**config.mk**
```make
export PLATFORM = sky130hd
export DESIGN_NAME = hwbp_unit
export DESIGN_NICKNAME = d
export VERILOG_FILES = /design/src/rtl/hwbp_pkg.sv /design/src/rtl/hwbp_cmp.sv /design/src/rtl/hwbp_regs.sv /design/src/rtl/hwbp_unit.sv
export SDC_FILE = /design/constraint.sdc
export NUM_CORES = 1
export LEC_CHECK = 0
export BUFFER_PORTS_ARGS = -buffer_cell sky130_fd_sc_hd__buf_2
export CORE_ASPECT_RATIO = 0.8
export CORE_MARGIN = 2
export CORE_UTILIZATION = 60
export DETAILED_ROUTE_END_ITERATION = 16
export PLACE_DENSITY = 0.78
export SLEW_MARGIN = 30
export SYNTH_ARGS = -nofsm -noshare
export SYNTH_HDL_FRONTEND = slang
export SYNTH_SLANG_ARGS = --single-unit
```
**constraint.sdc**
```tcl
create_clock -name clk -period 8.7 [get_ports clk]
set_clock_uncertainty 0.15 [all_clocks]
set_input_delay 0.435 -clock clk [delete_from_list [all_inputs] [get_ports clk]]
set_output_delay 0.435 -clock clk [all_outputs]
set_load 0.01 [all_outputs]
```
**src/rtl/hwbp_pkg.sv**
```systemverilog
package hwbp_pkg;

  localparam int NUM_BP = 4;

  typedef enum logic [1:0] {
    ACC_FETCH = 2'b00,
    ACC_WRITE = 2'b01,
    ACC_READ  = 2'b10,
    ACC_NONE  = 2'b11
  } acc_kind_e;

  typedef enum logic [1:0] {
    BP_EXEC  = 2'b00,
    BP_WRITE = 2'b01,
    BP_RSVD  = 2'b10,
    BP_RDWR  = 2'b11
  } bp_type_e;

  // Byte span for a length / size code: 00 -> 1, 01 -> 2, others -> 4.
  function automatic logic [2:0] span_bytes(input logic [1:0] code);
    case (code)
      2'b00:   span_bytes = 3'd1;
      2'b01:   span_bytes = 3'd2;
      default: span_bytes = 3'd4;
    endcase
  endfunction

endpackage

```
**src/rtl/hwbp_cmp.sv**
```systemverilog
module hwbp_cmp
  import hwbp_pkg::*;
#(
  parameter int ADDR_W = 32
) (
  input  logic [1:0]        en_bits,
  input  logic [1:0]        bp_type,
  input  logic [1:0]        bp_len,
  input  logic [ADDR_W-1:0] bp_addr,
  input  logic              mon_valid,
  input  logic [ADDR_W-1:0] mon_addr,
  input  logic [1:0]        mon_size,
  input  logic [1:0]        mon_kind,
  output logic              hit
);

  localparam int XW = ADDR_W + 1;

  logic              kind_ok;
  logic [2:0]        bp_span;
  logic [2:0]        acc_span;
  logic [ADDR_W-1:0] bp_mask;
  logic [XW-1:0]     b_lo, b_hi, a_lo, a_hi;

  always_comb begin
    case (bp_type_e'(bp_type))
      BP_EXEC:  kind_ok = (acc_kind_e'(mon_kind) == ACC_FETCH);
      BP_WRITE: kind_ok = (acc_kind_e'(mon_kind) == ACC_WRITE);
      BP_RDWR:  kind_ok = (acc_kind_e'(mon_kind) == ACC_WRITE) ||
                          (acc_kind_e'(mon_kind) == ACC_READ);
      default:  kind_ok = 1'b0;
    endcase
  end

  always_comb begin
    bp_span  = span_bytes(bp_len);
    acc_span = span_bytes(mon_size);
    bp_mask  = ~ADDR_W'(bp_span - 3'd1);
    b_lo     = {1'b0, bp_addr & bp_mask};
    b_hi     = b_lo + XW'(bp_span) - XW'(1);
    a_lo     = {1'b0, mon_addr};
    a_hi     = a_lo + XW'(acc_span) - XW'(1);
    hit      = mon_valid && (|en_bits) && kind_ok &&
               (a_lo <= b_hi) && (b_lo <= a_hi);
  end

endmodule

```
**src/rtl/hwbp_regs.sv**
```systemverilog
module hwbp_regs
  import hwbp_pkg::*;
#(
  parameter int ADDR_W = 32
) (
  input  logic                     clk,
  input  logic                     rst_n,
  input  logic                     ext_en,
  input  logic                     reg_req,
  input  logic                     reg_wr,
  input  logic [2:0]               reg_idx,
  input  logic [ADDR_W-1:0]        reg_wdata,
  output logic [ADDR_W-1:0]        reg_rdata,
  output logic                     reg_fault,
  input  logic [NUM_BP-1:0]        hit_vec,
  output logic [NUM_BP*ADDR_W-1:0] bp_addr_flat,
  output logic [ADDR_W-1:0]        ctl_q,
  output logic [NUM_BP-1:0]        status_q
);

  logic [ADDR_W-1:0] addr_q [NUM_BP];
  logic [2:0]        eff_idx;
  logic              wr_ok;
  logic [NUM_BP-1:0] addr_we;
  logic              ctl_we;
  logic [NUM_BP-1:0] status_d;

  // Index decode with aliasing / refusal of the two extension slots.
  always_comb begin
    reg_fault = reg_req && ext_en && (reg_idx == 3'd4 || reg_idx == 3'd5);
    eff_idx   = reg_idx;
    if (!ext_en && reg_idx == 3'd4) eff_idx = 3'd6;
    if (!ext_en && reg_idx == 3'd5) eff_idx = 3'd7;
    wr_ok     = reg_req && reg_wr && !reg_fault;
  end

  // Next-state logic.
  always_comb begin
    for (int k = 0; k < NUM_BP; k++) begin
      addr_we[k] = wr_ok && (eff_idx == 3'(k));
    end
    ctl_we   = wr_ok && (eff_idx == 3'd7);
    status_d = status_q;
    if (wr_ok && eff_idx == 3'd6) status_d = reg_wdata[NUM_BP-1:0];
    status_d = status_d | hit_vec;
  end

  // Read mux.
  always_comb begin
    reg_rdata = '0;
    if (reg_req && !reg_wr && !reg_fault) begin
      case (eff_idx)
        3'd6:    reg_rdata = ADDR_W'(status_q);
        3'd7:    reg_rdata = ctl_q;
        default: reg_rdata = addr_q[eff_idx[1:0]];
      endcase
    end
  end

  generate
    for (genvar k = 0; k < NUM_BP; k++) begin : g_addr
      always_ff @(posedge clk or negedge rst_n) begin
        if (!rst_n)          addr_q[k] <= '0;
        else if (addr_we[k]) addr_q[k] <= reg_wdata;
      end
      assign bp_addr_flat[k*ADDR_W +: ADDR_W] = addr_q[k];
    end
  endgenerate

  always_ff @(posedge clk or negedge rst_n) begin
    if (!rst_n)      ctl_q <= '0;
    else if (ctl_we) ctl_q <= reg_wdata;
  end

  always_ff @(posedge clk or negedge rst_n) begin
    if (!rst_n) status_q <= '0;
    else        status_q <= status_d;
  end

endmodule

```
**src/rtl/hwbp_unit.sv**
```systemverilog
module hwbp_unit
  import hwbp_pkg::*;
#(
  parameter int ADDR_W = 32
) (
  input  logic              clk,
  input  logic              rst_n,
  input  logic              ext_en,
  input  logic              reg_req,
  input  logic              reg_wr,
  input  logic [2:0]        reg_idx,
  input  logic [ADDR_W-1:0] reg_wdata,
  output logic [ADDR_W-1:0] reg_rdata,
  output logic              reg_fault,
  input  logic              mon_valid,
  input  logic [ADDR_W-1:0] mon_addr,
  input  logic [1:0]        mon_size,
  input  logic [1:0]        mon_kind,
  output logic              trap_o
);

  localparam int EN_BASE  = 0;
  localparam int CFG_BASE = 16;

  logic [NUM_BP*ADDR_W-1:0] bp_addr_flat;
  logic [ADDR_W-1:0]        ctl_q;
  logic [NUM_BP-1:0]        status_q;
  logic [NUM_BP-1:0]        hit_vec;
  logic                     trap_d;
  logic                     trap_q;

  hwbp_regs #(.ADDR_W(ADDR_W)) regs_i (
    .clk          (clk),
    .rst_n        (rst_n),
    .ext_en       (ext_en),
    .reg_req      (reg_req),
    .reg_wr       (reg_wr),
    .reg_idx      (reg_idx),
    .reg_wdata    (reg_wdata),
    .reg_rdata    (reg_rdata),
    .reg_fault    (reg_fault),
    .hit_vec      (hit_vec),
    .bp_addr_flat (bp_addr_flat),
    .ctl_q        (ctl_q),
    .status_q     (status_q)
  );

  generate
    for (genvar k = 0; k < NUM_BP; k++) begin : g_cmp
      hwbp_cmp #(.ADDR_W(ADDR_W)) cmp_i (
        .en_bits   (ctl_q[EN_BASE + 2*k +: 2]),
        .bp_type   (ctl_q[CFG_BASE + 4*k +: 2]),
        .bp_len    (ctl_q[CFG_BASE + 4*k + 2 +: 2]),
        .bp_addr   (bp_addr_flat[k*ADDR_W +: ADDR_W]),
        .mon_valid (mon_valid),
        .mon_addr  (mon_addr),
        .mon_size  (mon_size),
        .mon_kind  (mon_kind),
        .hit       (hit_vec[k])
      );
    end
  endgenerate

  always_comb trap_d = |hit_vec;

  always_ff @(posedge clk or negedge rst_n) begin
    if (!rst_n) trap_q <= 1'b0;
    else        trap_q <= trap_d;
  end

  assign trap_o = trap_q;

endmodule

```
==> results of run 1 <==
[how the worst min path moves through the flow]
stage	slack, ps	from	end
after floorplan	-10	rst_n	regs_i.bp_addr_flat[0]$_DFFE_PN0P_
after global placement	180	rst_n	regs_i.bp_addr_flat[101]$_DFFE_PN0P_
after detailed placement	190	rst_n	regs_i.bp_addr_flat[102]$_DFFE_PN0P_
after CTS	80	reg_wdata[6]	regs_i.bp_addr_flat[6]$_DFFE_PN0P_
after global routing	110	reg_wdata[28]	regs_i.bp_addr_flat[92]$_DFFE_PN0P_
final	100	reg_wdata[8]	regs_i.bp_addr_flat[8]$_DFFE_PN0P_
[stage by stage]
| step | hold WS (ps) | worst slack [ps] | utilization | instances |
|---|---|---|---|---|
| after global placement | 182 | 2140 | 0.629 | 3030 |
| after detailed placement | 190 | 2080 | 0.630 | 3030 |
| after floorplan | -10.6 | 3340 | - | 2545 |
| after CTS | 77.3 | 2300 | 0.647 | 3063 |
| after global routing | 106 | 1730 | 0.647 | 3064 |
| final | 101 | 2010 | 0.647 | 3065 |
[flip-flops by register name, summed over array words and instances (netlist names)]
signal / count
regs_i.bp_addr_flat: 128
trap_o: 1
regs_i.ctl_q: 32
regs_i.status_q: 4
[worst max-delay path, delay by kind of cell, from the launching register on]
family	cells	cell delay, ps
AO/OA/AOI/OAI	10	3000
XOR/XNOR	1	180
adder cells (fa/ha/maj)	3	1030
buffers and inverters	2	180
flip-flops	1	470
AND/OR/NAND/NOR	9	1530
[cell usage in the layout, fill, tap and decap left out, types with 15 or more instances in the layout]
| cell type | n |
|---|---|
| a211oi_1 | 17 |
| and2_1 | 15 |
| buf_2 | 108 |
| nor2b_1 | 42 |
| o211ai_1 | 20 |
| nand3_1 | 68 |
| dfrtp_1 | 165 |
| xor2_1 | 71 |
| a21oi_1 | 208 |
| mux2_2 | 103 |
| inv_1 | 224 |
| o21ai_0 | 165 |
| ha_1 | 424 |
| nand4_1 | 59 |
| nand2_1 | 192 |
| nor2_1 | 98 |
| nor3_1 | 31 |
| clkbuf_16 | 17 |
| nand2b_1 | 50 |
| mux4_2 | 32 |
| xnor2_1 | 80 |
| o21bai_1 | 21 |
| a21o_1 | 131 |
| o21a_1 | 21 |
[final cells by class]
class,count,share of cell area
Tap cell,480,0.0260
Inverter,224,0.0364
Multi-Input combinational cell,2037,0.703
Antenna cell,2,0.000217
Timing Repair Buffer,125,0.0295
Clock inverter,14,0.00688
Sequential cell,165,0.179
Clock buffer,18,0.0190
[power groups by stage]
stage	clock network [mW]	logic [mW]	registers, mW
after detailed placement	0	4.86	1.30
after CTS	0.809	4.90	1.28
after global routing	0.838	5.55	1.31
final	0.808	5.03	1.30
after floorplan	0	3.62	1.12
after global placement	0	4.70	1.29
[cell families (layout without fill, tap and decap cells)]
kind of cell	count (synthesis)	count (layout)	synth area share
compound gates	692	692	0.204
simple gates	618	618	0.142
fa+ha+maj	429	429	0.250
buf+inv	343	381	0.0597
flops	165	165	0.191
xor+xnor	151	151	0.0612
mux	147	147	0.0926
other cells	0	2	0
[per-layer routing]
metal  global-route usage  wire, um
met3                0.112      9990
met2                0.592     31700
met1                0.612     34200
met5                    0         0
met4                0.156      2890
[what timing repair did]
action                                 CTS  global route
endpoints found under the hold margin   27             0
hold buffers                             1             0
buffers inserted                         0             0
==> results.cfg, run 1 <==
[finish]
seq_area_um2 = 4130
drive_gt1_frac = 0.129
syn_to_final_growth_pct = 6.86
multi_input_area_um2 = 16200
nNetsFinal = 3076
final_cell_area_um2 = 23100
nFillCells = 3040

[synthesis]
synth.most_common_cell = ha_1
ys.flop_type = dfrtp_1
synth-edff-count = 0
netlist.top_cell.by_area = ha_1
ys_seq_area_frac = 0.191
yosysWarnings = 0
syn_inst = 2545
synth_area_um2 = 21600
synthTopCellsByCount = 424 x ha_1, 224 x inv_1, 209 x a21oi_1
syn_avg_cell_area_um2 = 8.49
synth_seq_cells = 165
syn_nets = 3051
ys_async_sr_fraction = 1.00
synthDistinctLibCells = 82
synthTopCellsByArea = ha_1 25%, dfrtp_1 19%, mux2_2 5.4%, a21oi_1 4.8%, a21o_1 4.6%
synth_top_area_share = 0.246

[worst_setup_path]
worstSetupPathType = reg -> reg
cp.required_ps = 8890
cp-startpoint = regs_i.ctl_q[30]$_DFFE_PN0P_
crit_end = trap_o$_DFF_PN0_
cp_slowest_cell = a21oi_1
slowest_delay_ps = 790
r2r_end = trap_o$_DFF_PN0_
start_kind = flop
rr_worst_depth = 25
arrival_ps = 6880
worstPathMaxFanout = 6
cp-end-kind = flop
r2r-start = regs_i.ctl_q[30]$_DFFE_PN0P_
reg2reg_slack_ps = 2010

[sta]
post-route-period-util = 0.769
finalSetupViolCount = 0
slew-limit-headroom = 0.333
period_needed_ps = 6690
drv_slew = 0
worst_pin_slew_ps = 1000
setup_tns_ps = 0
max_freq_mhz = 149
finalHoldViolCount = 0
rsz0062_at_grt = no

[routing]
dr_total_vias = 20400
ant_nets = 0
firstDrtPassIters = 7
drt-initial-drc-count = 2086
wirelength_mm = 78.8
drc = 0
vias_per_cell = 6.65
routedWlPerCell_um = 25.7

[pwr]
switching_share = 0.509
leakagePower_nw = 11.5
peakVddDrop_mv = 0.200
total_power_mw = 7.14
power_frac_comb = 0.705
p_int_mw = 3.51
pwr_density_cell_nw_per_um2 = 309
power_frac_seq = 0.182
switchingPower_mw = 3.63
pwr-share-clk = 0.113

[grt]
track_usage = 0.420
grt_pass1_wl_mm = 119
grt-ovfl-total = 0
grt_antenna_before_repair = 4
grt_pass1_vias = 19700
grt_max_degree = 74

[clock_network]
h-tree-depth = 4
cts_resized = 0
clock_sinks = 165
cts_buffers = 17
clk-insertion-delay-late_ps = 490
cts_tree = yes
cts-root-buf = clkbuf_16
clkTransAtPathRegs_ps = 70
clock_path_buffers = 2

[place]
post-dp-hpwl_mm = 63.4
gp_congestion = 1.03
io_buffers = 110
placed_cell_area_um2 = 22500

[floorplanning]
die_h_um = 174
fp.dieW_um = 216
row_count = 62
io_pins = 111
die_area_um2 = 37600
start_util = 0.606
core_region_area_um2 = 35700

[hold_path]
hold_path_depth = 3
hp-class = in -> reg

[run]
max-cap-violations = 0

[run_status]
outcome = completed
Note: power is estimated with default switching activity, not from simulation.
==> inputs of run 2 (changes only) <==
clock period = 6.7 ns   (was 8.7 ns; I/O delays follow)
==> results.cfg, run 2 (same netlist as run 1, synthesis figures left out) <==
[run]
max-cap-violations = 0

[clock_network]
cts_tree = yes
clock_path_buffers = 2
cts-root-buf = clkbuf_16
post_cts_buffers = 0
clkTransAtPathRegs_ps = 80
clock_sinks = 165
h-tree-depth = 4
cts_buffers = 17
clk-insertion-delay-late_ps = 490

[sta]
finalSetupViolCount = 0
setup_tns_ps = 0
slew-limit-headroom = 0.397
finalHoldViolCount = 0
worst_pin_slew_ps = 905
worst_slack_ps = 275
post-route-period-util = 0.959
rsz0062_at_grt = no
max_freq_mhz = 156
drv_slew = 0
period_needed_ps = 6420

[finish]
nFillCells = 3030
mostFrequentLayoutCells = 424 x ha_1, 224 x inv_1, 207 x a21oi_1, 192 x nand2_1
largest_reg_flops = 128
final_common_cell = ha_1
stdcell_count = 3094
drive_gt1_frac = 0.132
syn_to_final_growth_pct = 8.07
seq_area_um2 = 4130
nNetsFinal = 3106
multi_input_area_um2 = 16200
final_util = 0.654

[pwr]
switchingPower_mw = 4.67
power_frac_comb = 0.703
peakVddDrop_mv = 0.260
switching_share = 0.501
total_power_mw = 9.32
leakagePower_nw = 11.6
pwr_density_cell_nw_per_um2 = 399
power_frac_seq = 0.181
p_int_mw = 4.65
pwr-share-clk = 0.115

[place]
post-dp-hpwl_mm = 62.5
dp_cells = 3044
io_buffers = 110
pre_cts_slack_ps = 287
gp_congestion = 1.05

[routing]
firstDrtPassIters = 6
ant_nets = 0
drt-initial-drc-count = 2370
routedWlPerCell_um = 25.3
drc = 0
vias_per_cell = 6.60
wirelength_mm = 78.3
dr_total_vias = 20400

[hold_path]
hp-class = in -> reg
hold_path_depth = 3

[grt]
grt_pass1_vias = 19400
grt_pass1_wl_mm = 117
track_usage = 0.417
grt-ovfl-total = 0
grt_antenna_before_repair = 1
grt_max_degree = 97

[floorplanning]
io_pins = 111
fp.dieW_um = 216
die_h_um = 174
start_util = 0.606
core_region_area_um2 = 35700
row_count = 62
die_area_um2 = 37600

[worst_setup_path]
rr_worst_depth = 25
worstPathMaxFanout = 6
worstSetupPathType = reg -> reg
reg2reg_slack_ps = 280
arrival_ps = 6680
start_kind = flop
cp-end-kind = flop
cp.required_ps = 6960

[run_status]
outcome = completed
run 2: critical path, cell delays in order (launching register included):
cell       delay (ps)
dfrtp_1           450
nor2_1            230
inv_1             100
ha_1              250
a21oi_2           270
inv_1              80
ha_1              320
a211oi_1          400
o211ai_1          260
a32o_1            390
a21boi_1          190
buf_4             170
a21oi_1           120
a221o_1           380
a21oi_1           250
o21bai_1          110
a21oi_1           180
xor2_1            170
ha_1              270
a2111oi_0         380
buf_4             200
o211ai_1          150
o21ai_0           320
buf_4             160
o211ai_1          210
nand4_1           170
run 2: final timing paths:
check	to	startpoint
hold / removal	regs_i.bp_addr_flat[13]$_DFFE_PN0P_	reg_wdata[13]
min in group asynchronous	regs_i.bp_addr_flat[100]$_DFFE_PN0P_	rst_n
max in group asynchronous	regs_i.bp_addr_flat[83]$_DFFE_PN0P_	rst_n
setup reg to reg	trap_o$_DFF_PN0_	regs_i.ctl_q[22]$_DFFE_PN0P_
hold reg to reg	regs_i.status_q[3]$_DFF_PN0_	regs_i.status_q[3]$_DFF_PN0_
setup / recovery	trap_o$_DFF_PN0_	regs_i.ctl_q[22]$_DFFE_PN0P_
run 2: power groups by stage:
stage | Sequential [mW] | Clock (mW) | Combinational, mW
floorplan | 1.45 | 0 | 4.70
global placement | 1.67 | 0 | 6.14
detailed placement | 1.68 | 0 | 6.33
CTS | 1.66 | 1.08 | 6.40
global route | 1.70 | 1.11 | 7.24
finish | 1.69 | 1.07 | 6.56
run 2: layout make-up:
class | instances | share of cell area
clock inverters | 12 | 0.00605
repair buffers | 155 | 0.0405
well taps | 480 | 0.0257
inverters | 224 | 0.0360
multi-input cells | 2037 | 0.695
diodes | 1 | 0.000107
flip-flops and latches | 165 | 0.177
clock buffers | 20 | 0.0196
run 2: what timing repair did:
item                                   in CTS  in global routing
resized for setup                           0                  1
setup endpoints to repair                   0                  1
endpoints found under the hold margin     135                  0
hold buffers                               17                  0
run 2: stage by stage:
stage	hold slack (ps)	area, um^2
final	31.4	23400
after global routing	46.7	23300
after CTS	5.71	23300
after detailed placement	334	22600
after global placement	330	22600
after floorplan	-111	21600
run 2: per-layer routing:
layer | track usage | wire length [um]
met3 | 0.117 | 9440
met1 | 0.608 | 34600
met2 | 0.593 | 32000
met5 | 0 | 13
met4 | 0.132 | 2200
